--- config.mk ---
export PLATFORM = sky130hd
export DESIGN_NAME = cfg_access_ctrl
export DESIGN_NICKNAME = d
export VERILOG_FILES = /design/src/rtl/cfg_access_pkg.sv /design/src/rtl/cac_decode.sv /design/src/rtl/cac_cfg_store.sv /design/src/rtl/cac_sig_store.sv /design/src/rtl/cac_cell_bank.sv /design/src/rtl/cfg_access_ctrl.sv
export SDC_FILE = /design/constraint.sdc
export NUM_CORES = 1
export LEC_CHECK = 0
export CAP_MARGIN = 20
export CELL_PAD_IN_SITES_DETAIL_PLACEMENT = 0
export CELL_PAD_IN_SITES_GLOBAL_PLACEMENT = 1
export CORE_MARGIN = 10
export CORE_UTILIZATION = 39
export CTS_BUF_LIST = sky130_fd_sc_hd__clkbuf_4 sky130_fd_sc_hd__clkbuf_8
export CTS_CLUSTER_DIAMETER = 60
export CTS_CLUSTER_SIZE = 14
export DETAILED_ROUTE_END_ITERATION = 16
export DONT_BUFFER_PORTS = 1
export GPL_TIMING_DRIVEN = 0
export HOLD_SLACK_MARGIN = 0.05
export PLACE_DENSITY_LB_ADDON = 0.25
export SLEW_MARGIN = 20
export SYNTH_ARGS = -nofsm -noshare
export SYNTH_HDL_FRONTEND = slang
export SYNTH_HIERARCHICAL = 1
export SYNTH_SLANG_ARGS = --single-unit
--- constraint.sdc ---
create_clock -name clk -period 29.3 [get_ports clk]
set_input_delay 2.93 -clock clk [delete_from_list [all_inputs] [get_ports clk]]
set_output_delay 2.93 -clock clk [all_outputs]
set_load 0.01 [all_outputs]
--- src/rtl/cfg_access_pkg.sv ---
package cfg_access_pkg;

  typedef enum logic [3:0] {
    OP_WR_CFG  = 4'd0,
    OP_RD_CFG  = 4'd1,
    OP_WR_SIG  = 4'd2,
    OP_RD_SIG  = 4'd3,
    OP_PRELOAD = 4'd4,
    OP_SET_SEC = 4'd5,
    OP_ERASE   = 4'd6
  } cac_op_e;

  typedef struct packed {
    logic wr_cfg;
    logic rd_cfg;
    logic wr_sig;
    logic rd_sig;
    logic preload;
    logic set_sec;
    logic erase;
    logic denied;
    logic error;
  } cac_strobe_t;

endpackage

--- src/rtl/cac_decode.sv ---
module cac_decode
  import cfg_access_pkg::*;
(
  input  logic        go,
  input  logic [3:0]  op,
  input  logic        locked,
  output cac_strobe_t st
);
  always_comb begin
    st = '0;
    if (go) begin
      unique case (op)
        OP_WR_CFG:  st.wr_cfg  = 1'b1;
        OP_RD_CFG:  begin st.rd_cfg  = ~locked; st.denied = locked; end
        OP_WR_SIG:  st.wr_sig  = 1'b1;
        OP_RD_SIG:  st.rd_sig  = 1'b1;
        OP_PRELOAD: begin st.preload = ~locked; st.denied = locked; end
        OP_SET_SEC: st.set_sec = 1'b1;
        OP_ERASE:   st.erase   = 1'b1;
        default:    st.error   = 1'b1;
      endcase
    end
  end
endmodule

--- src/rtl/cac_cfg_store.sv ---
module cac_cfg_store #(
  parameter int DEPTH  = 16,
  parameter int DATA_W = 32,
  localparam int AW    = $clog2(DEPTH)
) (
  input  logic              clk,
  input  logic              rst_n,
  input  logic              we,
  input  logic              clr,
  input  logic [AW-1:0]     addr,
  input  logic [DATA_W-1:0] wdata,
  output logic [DATA_W-1:0] rdata
);
  logic [DATA_W-1:0] word_q [DEPTH];

  for (genvar i = 0; i < DEPTH; i++) begin : g_word
    logic en;
    logic [DATA_W-1:0] word_d;
    always_comb begin
      en     = clr | (we & (addr == AW'(i)));
      word_d = clr ? '0 : wdata;
    end
    always_ff @(posedge clk or negedge rst_n) begin
      if (!rst_n)  word_q[i] <= '0;
      else if (en) word_q[i] <= word_d;
    end
  end

  assign rdata = word_q[addr];
endmodule

--- src/rtl/cac_sig_store.sv ---
module cac_sig_store #(
  parameter int BYTES = 8,
  localparam int AW   = $clog2(BYTES)
) (
  input  logic          clk,
  input  logic          rst_n,
  input  logic          we,
  input  logic [AW-1:0] sel,
  input  logic [7:0]    wdata,
  output logic [7:0]    rdata
);
  logic [7:0] byte_q [BYTES];

  for (genvar i = 0; i < BYTES; i++) begin : g_byte
    logic en;
    assign en = we & (sel == AW'(i));
    always_ff @(posedge clk or negedge rst_n) begin
      if (!rst_n)  byte_q[i] <= '0;
      else if (en) byte_q[i] <= wdata;
    end
  end

  assign rdata = byte_q[sel];
endmodule

--- src/rtl/cac_cell_bank.sv ---
module cac_cell_bank #(
  parameter int CELLS = 8
) (
  input  logic             clk,
  input  logic             rst_n,
  input  logic             load,
  input  logic [CELLS-1:0] mask,
  input  logic [CELLS-1:0] value,
  output logic [CELLS-1:0] q
);
  for (genvar i = 0; i < CELLS; i++) begin : g_cell
    logic en;
    assign en = load & mask[i];
    always_ff @(posedge clk or negedge rst_n) begin
      if (!rst_n)  q[i] <= 1'b0;
      else if (en) q[i] <= value[i];
    end
  end
endmodule

--- src/rtl/cfg_access_ctrl.sv ---
module cfg_access_ctrl
  import cfg_access_pkg::*;
#(
  parameter int CFG_DEPTH = 16,
  parameter int DATA_W    = 32,
  parameter int SIG_BYTES = 8,
  parameter int NUM_CELLS = 8,
  localparam int ADDR_W   = $clog2(CFG_DEPTH),
  localparam int SIG_AW   = $clog2(SIG_BYTES)
) (
  input  logic              clk,
  input  logic              rst_n,
  input  logic              cmd_valid,
  output logic              cmd_ready,
  input  logic [3:0]        cmd_op,
  input  logic [ADDR_W-1:0] cmd_addr,
  input  logic [DATA_W-1:0] cmd_data,
  output logic              rsp_valid,
  output logic [DATA_W-1:0] rsp_data,
  output logic              rsp_denied,
  output logic              rsp_error,
  output logic              secured,
  output logic [NUM_CELLS-1:0] cell_q
);
  // reset: asserted asynchronously, released on a clock edge
  logic [1:0] rst_sync_q;
  logic       rst_n_s;
  always_ff @(posedge clk or negedge rst_n) begin
    if (!rst_n) rst_sync_q <= '0;
    else        rst_sync_q <= {rst_sync_q[0], 1'b1};
  end
  assign rst_n_s = rst_sync_q[1];

  logic        busy_q, busy_d;
  logic        sec_q, sec_d, sec_en;
  logic        go;
  cac_strobe_t st;
  logic [DATA_W-1:0] cfg_rdata;
  logic [7:0]        sig_rdata;
  logic [DATA_W-1:0] rdata_d;

  assign cmd_ready = rst_n_s & ~busy_q;
  assign go        = cmd_valid & cmd_ready;

  cac_decode u_dec (
    .go     (go),
    .op     (cmd_op),
    .locked (sec_q),
    .st     (st)
  );

  cac_cfg_store #(.DEPTH(CFG_DEPTH), .DATA_W(DATA_W)) u_cfg (
    .clk   (clk),
    .rst_n (rst_n_s),
    .we    (st.wr_cfg),
    .clr   (st.erase),
    .addr  (cmd_addr),
    .wdata (cmd_data),
    .rdata (cfg_rdata)
  );

  cac_sig_store #(.BYTES(SIG_BYTES)) u_sig (
    .clk   (clk),
    .rst_n (rst_n_s),
    .we    (st.wr_sig),
    .sel   (cmd_addr[SIG_AW-1:0]),
    .wdata (cmd_data[7:0]),
    .rdata (sig_rdata)
  );

  cac_cell_bank #(.CELLS(NUM_CELLS)) u_cells (
    .clk   (clk),
    .rst_n (rst_n_s),
    .load  (st.preload),
    .mask  (cmd_data[2*NUM_CELLS-1:NUM_CELLS]),
    .value (cmd_data[NUM_CELLS-1:0]),
    .q     (cell_q)
  );

  // next state
  always_comb begin
    busy_d = go;
    sec_en = st.set_sec | st.erase;
    sec_d  = st.set_sec;
    if (st.rd_cfg)      rdata_d = cfg_rdata;
    else if (st.rd_sig) rdata_d = {{(DATA_W-8){1'b0}}, sig_rdata};
    else                rdata_d = '0;
  end

  // registers
  always_ff @(posedge clk or negedge rst_n_s) begin
    if (!rst_n_s) begin
      busy_q     <= 1'b0;
      rsp_valid  <= 1'b0;
      rsp_data   <= '0;
      rsp_denied <= 1'b0;
      rsp_error  <= 1'b0;
    end else begin
      busy_q     <= busy_d;
      rsp_valid  <= go;
      rsp_data   <= rdata_d;
      rsp_denied <= st.denied;
      rsp_error  <= st.error;
    end
  end

  always_ff @(posedge clk or negedge rst_n_s) begin
    if (!rst_n_s)    sec_q <= 1'b0;
    else if (sec_en) sec_q <= sec_d;
  end

  assign secured = sec_q;
endmodule

==> results.cfg, run 1 <==
[power_and_ir_drop]
vdd_drop_max_mv = 0.0311
power.density_nw_per_um2 = 50.4
p_leak_nw = 14.1
seqPwrFrac_pct = 52.4
comb_power_share_pct = 9.3
power.share.clock_pct = 38.3
power_switching_uw = 475
p_int_mw = 1.22
swShare_pct = 28.0

[synthesis]
synth_most_common_cell = dfrtp_1
avgSynthCellArea_um2 = 10.1
yosysWarnings = 6
synth-edff-count = 0
yosysSeqAreaShare_pct = 50.9
ys_async_sr_fraction_pct = 100
yosys-top-cells-count = dfrtp_1 (622), nand3_1 (513), a21oi_1 (512)
yosysTopAreaCell = dfrtp_1
syn_area_um2 = 30600
synth_seq_cells = 622
ys_types = 50
synthTopCellsByArea = dfrtp_1 (51%), mux4_2 (9.7%), nand3_1 (8.4%)
syn_inst = 3014
syn_nets = 3057
yosysTopAreaCellShare_pct = 50.9
synth_top_flop_cell = dfrtp_1

[worst_setup_path]
arrival_ps = 3490
r2r_cells = 14
rr_startpoint = rst_sync_q[1]
cp-start-kind = flop
critPathKind = flop to primary output
crit_slowest_cell = dfrtp_4
slowest_delay_ps = 860
reg2reg_slack_ps = 23100
path_common_cell = buf_16
required_ps = 26370
endpoint_kind = primary output
r2r_end = u_cfg/word_q[375]
worst-path-max-fanout = 55
crit_path_cell_trace = buf_16 > buf_16 > buf_16 > buf_16 > buf_16 > nor2b_1

[finish]
layout-drive-gt1-share_pct = 15.5
postLayoutCellArea_um2 = 33700
area_delta_synth_final_pct = 10.2
final_nets = 3139
n_fill_cell = 7615

[place]
placed_cell_area_um2 = 32200
dp_hpwl_um = 89200
routabilityCongestion = 0.954
io_buffer_count = 0

[drt]
drcViolationCount = 0
ant_nets = 0
first_iter_violations = 3352
viasPerCell = 6.31
wl_per_cell_um = 28.8
dr_total_vias = 26400
wl_um = 121000
dr.pass1.iters = 6

[floorplanning]
die_h_um = 300
coreArea_um2 = 77600
pin_count = 88
start_util_pct = 39.4
rows = 102
die-width_um = 300
dieArea_um2 = 90000

[cts]
cts_hold_buf = 0
clockBufferDepth = 3
clk_pin_slew_ps = 80
cts.htree.levels = 3
numClockSinks = 622
cts-resized-gates = 0
cts-root-buf = clkbuf_8
cts_buffers = 67
clk_latency_ps = 690
tritoncts = done
cts_setup_buffers = 0

[grt]
grt.met1_usage_pct = 34.9
busiest_layer = met2
grt.total_usage_pct = 26.2
grt_pass1_wl_um = 178000
grt_max_degree = 59
grt_pass1_vias = 26700
grt-ovfl-total = 0
antenna_found_initial = 6
met3_usage_pct = 6.20
use_met2_pct = 40.3

[timing]
holdWs_ps = 351
rsz0062_at_grt = false
slew_violations = 0
layout_worst_path_cycle_share_pct = 21.9
finClkSkew_ps = 46.4
max_freq_mhz = 156
worst_pin_slew_ps = 1070
period_minus_slack_ps = 6420
timing.slew.headroom_pct = 28.9
hold_viol_final = 0
fin_tns_setup_ps = 0
setup_viol = 0

[worst_hold_path]
holdPathStages = 0
min_from = rst_sync_q[0]
hold_path_class = flop to flop
worst_hold_path.endpoint = rst_sync_q[1]

[job]
max-cap-violations = 0

[outcome]
status = finished clean
[per-layer routing]
layer | wire length (um) | part of all wire (%) | up-vias
met3 | 12700 | 11 | 251
met5 | 23 | 0.019 | -
met2 | 54800 | 45 | 1529
li1 | - | - | 11200
met4 | 4880 | 4.0 | 4
met1 | 48300 | 40 | 13500
[registers in the layout, indices dropped and copies added, names as in the netlist]
| name | cells |
|---|---|
| rsp_denied | 1 |
| secured | 1 |
| rst_sync_q | 2 |
| busy_q | 1 |
| u_cells/q | 8 |
| rsp_data | 32 |
| u_sig/byte_q | 64 |
| rsp_error | 1 |
| u_cfg/word_q | 512 |
[power by group through the flow]
| stage | logic (mW) | registers (mW) | clock network, mW |
|---|---|---|---|
| 3_3_place_gp | 0.130 | 0.923 | 0 |
| 5_1_grt | 0.167 | 0.892 | 0.697 |
| 6_report | 0.158 | 0.890 | 0.651 |
| 4_1_cts | 0.155 | 0.890 | 0.664 |
| 2_1_floorplan | 0.0830 | 0.914 | 0 |
| 3_5_place_dp | 0.154 | 0.907 | 0 |
[worst max-delay path: cells and delay by family (launching register included)]
family / cells / cell delay [ps]
buffers and inverters: 5 / 1510
DFF: 1 / 860
and+or+nand+nor: 1 / 320
[cell usage in the layout (no fill, tap or decap), types with 11 or more instances in the layout]
master and count:
dfrtp_1 621, buf_1 37, o21ai_1 165, mux4_2 132
mux2_2 68, buf_4 13, mux2_4 16, o21ai_0 349
buf_6 13, a21oi_1 512, clkbuf_1 239, nand3_1 513
and2_1 27, buf_2 105, clkbuf_8 77, nand2_1 50
a22oi_1 64, buf_16 11
[cell type report]
cell class	instances	area, um2	area share, %
antenna	6	15.0	0.0445
buffer	409	1820	5.39
clock buffer	83	1100	3.28
clock inverter	29	354	1.05
inverter	3	11.3	0.0334
multi-input combinational	1980	13200	39.2
sequential	622	15600	46.2
tap	1040	1300	3.86
timing repair buffer	13	330	0.980
[cell families (layout without fill, tap and decap cells)]
kind of cell	count (synthesis)	count (layout)	synth area share [%]
AOI/OAI and AO/OA	1117	1117	19.1
other	1	7	0.0123
muxes	224	224	13.3
and+or+nand+nor	638	638	10.8
buffers and inverters	412	537	5.97
DFF	622	622	50.9
[worst max-delay path by stage]
stage / start / endpoint
final: rst_sync_q[1] / cmd_ready
after global routing: rst_sync_q[1] / cmd_ready
after global placement: rst_sync_q[1] / u_sig/byte_q[39]
after detailed placement: rst_sync_q[1] / u_cfg/word_q[378]
after CTS: rst_sync_q[1] / cmd_ready
after floorplan: rst_sync_q[1] / busy_q
[stage by stage]
step | power [mW] | setup WS [ps] | std cells | util [%]
finish | 1.70 | 22880 | 4185 | 43.4
global placement | 1.05 | 3120 | 4054 | 41.1
CTS | 1.71 | 22710 | 4179 | 43.4
global route | 1.76 | 22550 | 4183 | 43.4
floorplan | 0.997 | 10670 | 3014 | -
detailed placement | 1.06 | 23100 | 4067 | 41.5
Power figures use the tool's default switching activity.
==> run 2: changes to the inputs <==
Clock period 29.3 ns to 5.5 ns, I/O delays scaled along.
==> run 2 against run 1 <==
Effect of this change: worst hold slack worse by 260 ps; critical path depth increased by 4; sequential cell count unchanged; clock skew grew 25 ps; die area did not move; register-to-register slack worse by 23000 ps; utilization decreased by 0.18 points; sequential power rose to 5.3 times the previous value; largest power group unchanged; highest routed layer is now met4.
==> results.cfg, run 2 (synthesis results as in run 1) <==
[finish]
area_delta_synth_final_pct = 9.76
final_common_cell = dfrtp_1
regMostFlops = u_cfg/word_q
n_fill_cell = 7579
final_cell_mix = dfrtp_1 (621), nand3_1 (513), a21oi_1 (512), o21ai_0 (349), clkbuf_1 (239)
largest_register_ffs = 512
layout-drive-gt1-share_pct = 14.7
final_nets = 3151
top_regs = u_cfg/word_q (512), u_sig/byte_q (64), rsp_data (32)

[grt]
grt_max_degree = 58
grt.met1_usage_pct = 35.0
grt_pass1_vias = 26400
met3_usage_pct = 6.25
use_met2_pct = 41.3
busiest_layer = met2
grt.total_usage_pct = 26.1
grt_pass1_wl_um = 177000
grt-ovfl-total = 0
antenna_found_initial = 6

[timing]
slew_violations = 0
hold_viol_final = 0
final.setup.worst_slack_ps = 572
rsz0062_at_grt = false
timing.slew.headroom_pct = 25.6
layout_worst_path_cycle_share_pct = 89.6
period_minus_slack_ps = 4930
max_freq_mhz = 203
finClkSkew_ps = 71.8
setup_viol = 0
worst_pin_slew_ps = 1110

[power_and_ir_drop]
vdd_drop_max_mv = 0.132
comb_power_share_pct = 10.1
total_power_mw = 8.56
power_switching_mw = 2.39
power.density_nw_per_um2 = 255
p_int_mw = 6.17
swShare_pct = 27.9
power.share.clock_pct = 34.5
seqPwrFrac_pct = 55.4
p_leak_nw = 14.0

[floorplanning]
die-width_um = 300
pin_count = 88
dieArea_um2 = 90000
die_h_um = 300
coreArea_um2 = 77600
start_util_pct = 39.4
rows = 102

[cts]
clk_latency_ps = 760
cts_setup_buffers = 0
numClockSinks = 622
cts.htree.levels = 2
clockBufferDepth = 3
cts-root-buf = clkbuf_8
cts_buffers = 56
cts-resized-gates = 0
tritoncts = done
clk_pin_slew_ps = 100
cts_hold_buf = 24

[drt]
viasPerCell = 6.34
wl_um = 120000
dr_total_vias = 26500
first_iter_violations = 3516
wl_per_cell_um = 28.8
drcViolationCount = 0
dr.pass1.iters = 6
ant_nets = 0

[worst_setup_path]
critPathKind = flop to flop
arrival_ps = 5510
crit_path_cell_trace = buf_16 > nor2b_1 > and2_1 > nand2b_1 > clkbuf_1 > nor3_1 > clkbuf_1 > clkbuf_1 > clkbuf_1 > a21oi_1
reg2reg_slack_ps = 570
worst-path-max-fanout = 57
path_common_cell = clkbuf_1
crit_slowest_cell = clkbuf_1
required_ps = 6090
endpoint_kind = flop
cp-start-kind = flop
slowest_delay_ps = 860

[job]
max-cap-violations = 0

[place]
io_buffer_count = 0
dp_hpwl_um = 88500
dp_slack_ps = 703
routabilityCongestion = 0.931

[outcome]
status = finished clean

[worst_hold_path]
hold_path_class = primary input to async pin
[run 2: cell type report]
type | instances | area, um2 | area share, %
antenna | 3 | 7.51 | 0.0224
buffer | 409 | 1820 | 5.41
clock buffer | 70 | 926 | 2.76
clock inverter | 16 | 186 | 0.555
inverter | 3 | 11.3 | 0.0335
multi-input combinational | 1980 | 13200 | 39.3
sequential | 622 | 15600 | 46.4
tap | 1040 | 1300 | 3.88
timing repair buffer | 36 | 548 | 1.63
[run 2: worst paths after layout]
| path | start | end | cells after the start |
|---|---|---|---|
| worst max-delay path | rst_sync_q[1] | u_cfg/word_q[376] | 10 |
| worst min-delay path | rst_n | rst_sync_q[1] | 1 |
| worst max register to register | rst_sync_q[1] | u_cfg/word_q[376] | 10 |
| worst min register to register | rst_sync_q[1] | u_cfg/word_q[301] | 0 |
| max in group asynchronous | rst_sync_q[1] | rsp_data[20] | 5 |
| min in group clk | cmd_op[2] | secured | 3 |
[run 2: metrics by stage]
stage	util (%)	hold slack, ps	instance area [um2]	TNS, ps	instances
after floorplan	-	254	30600	-1165450	3014
after global placement	41.1	254	31900	-4298440	4054
after detailed placement	41.5	255	32200	0	4066
after CTS	43.3	53.0	33600	0	4176
after global routing	43.3	77.3	33600	0	4179
final	43.3	90.5	33600	0	4179
[run 2: critical path, delay by kind of cell (launching register included)]
family / cells / cell delay, ps
AO/OA/AOI/OAI: 1 / 90
AND/OR/NAND/NOR: 4 / 880
flip-flops: 1 / 850
buffers and inverters: 5 / 2920
[run 2: routing by layer]
metal	routed length, um	vias up
li1	-	11200
met1	48400	13700
met2	55600	1431
met3	12200	216
met4	4230	0
met5	0	-
[run 2: power by group through the flow]
stage | clock (mW) | combinational (mW) | sequential (mW)
floorplan | 0 | 0.442 | 4.86
global placement | 0 | 0.691 | 4.91
detailed placement | 0 | 0.817 | 4.83
CTS | 3.02 | 0.843 | 4.74
global route | 3.19 | 0.911 | 4.75
finish | 2.96 | 0.862 | 4.74
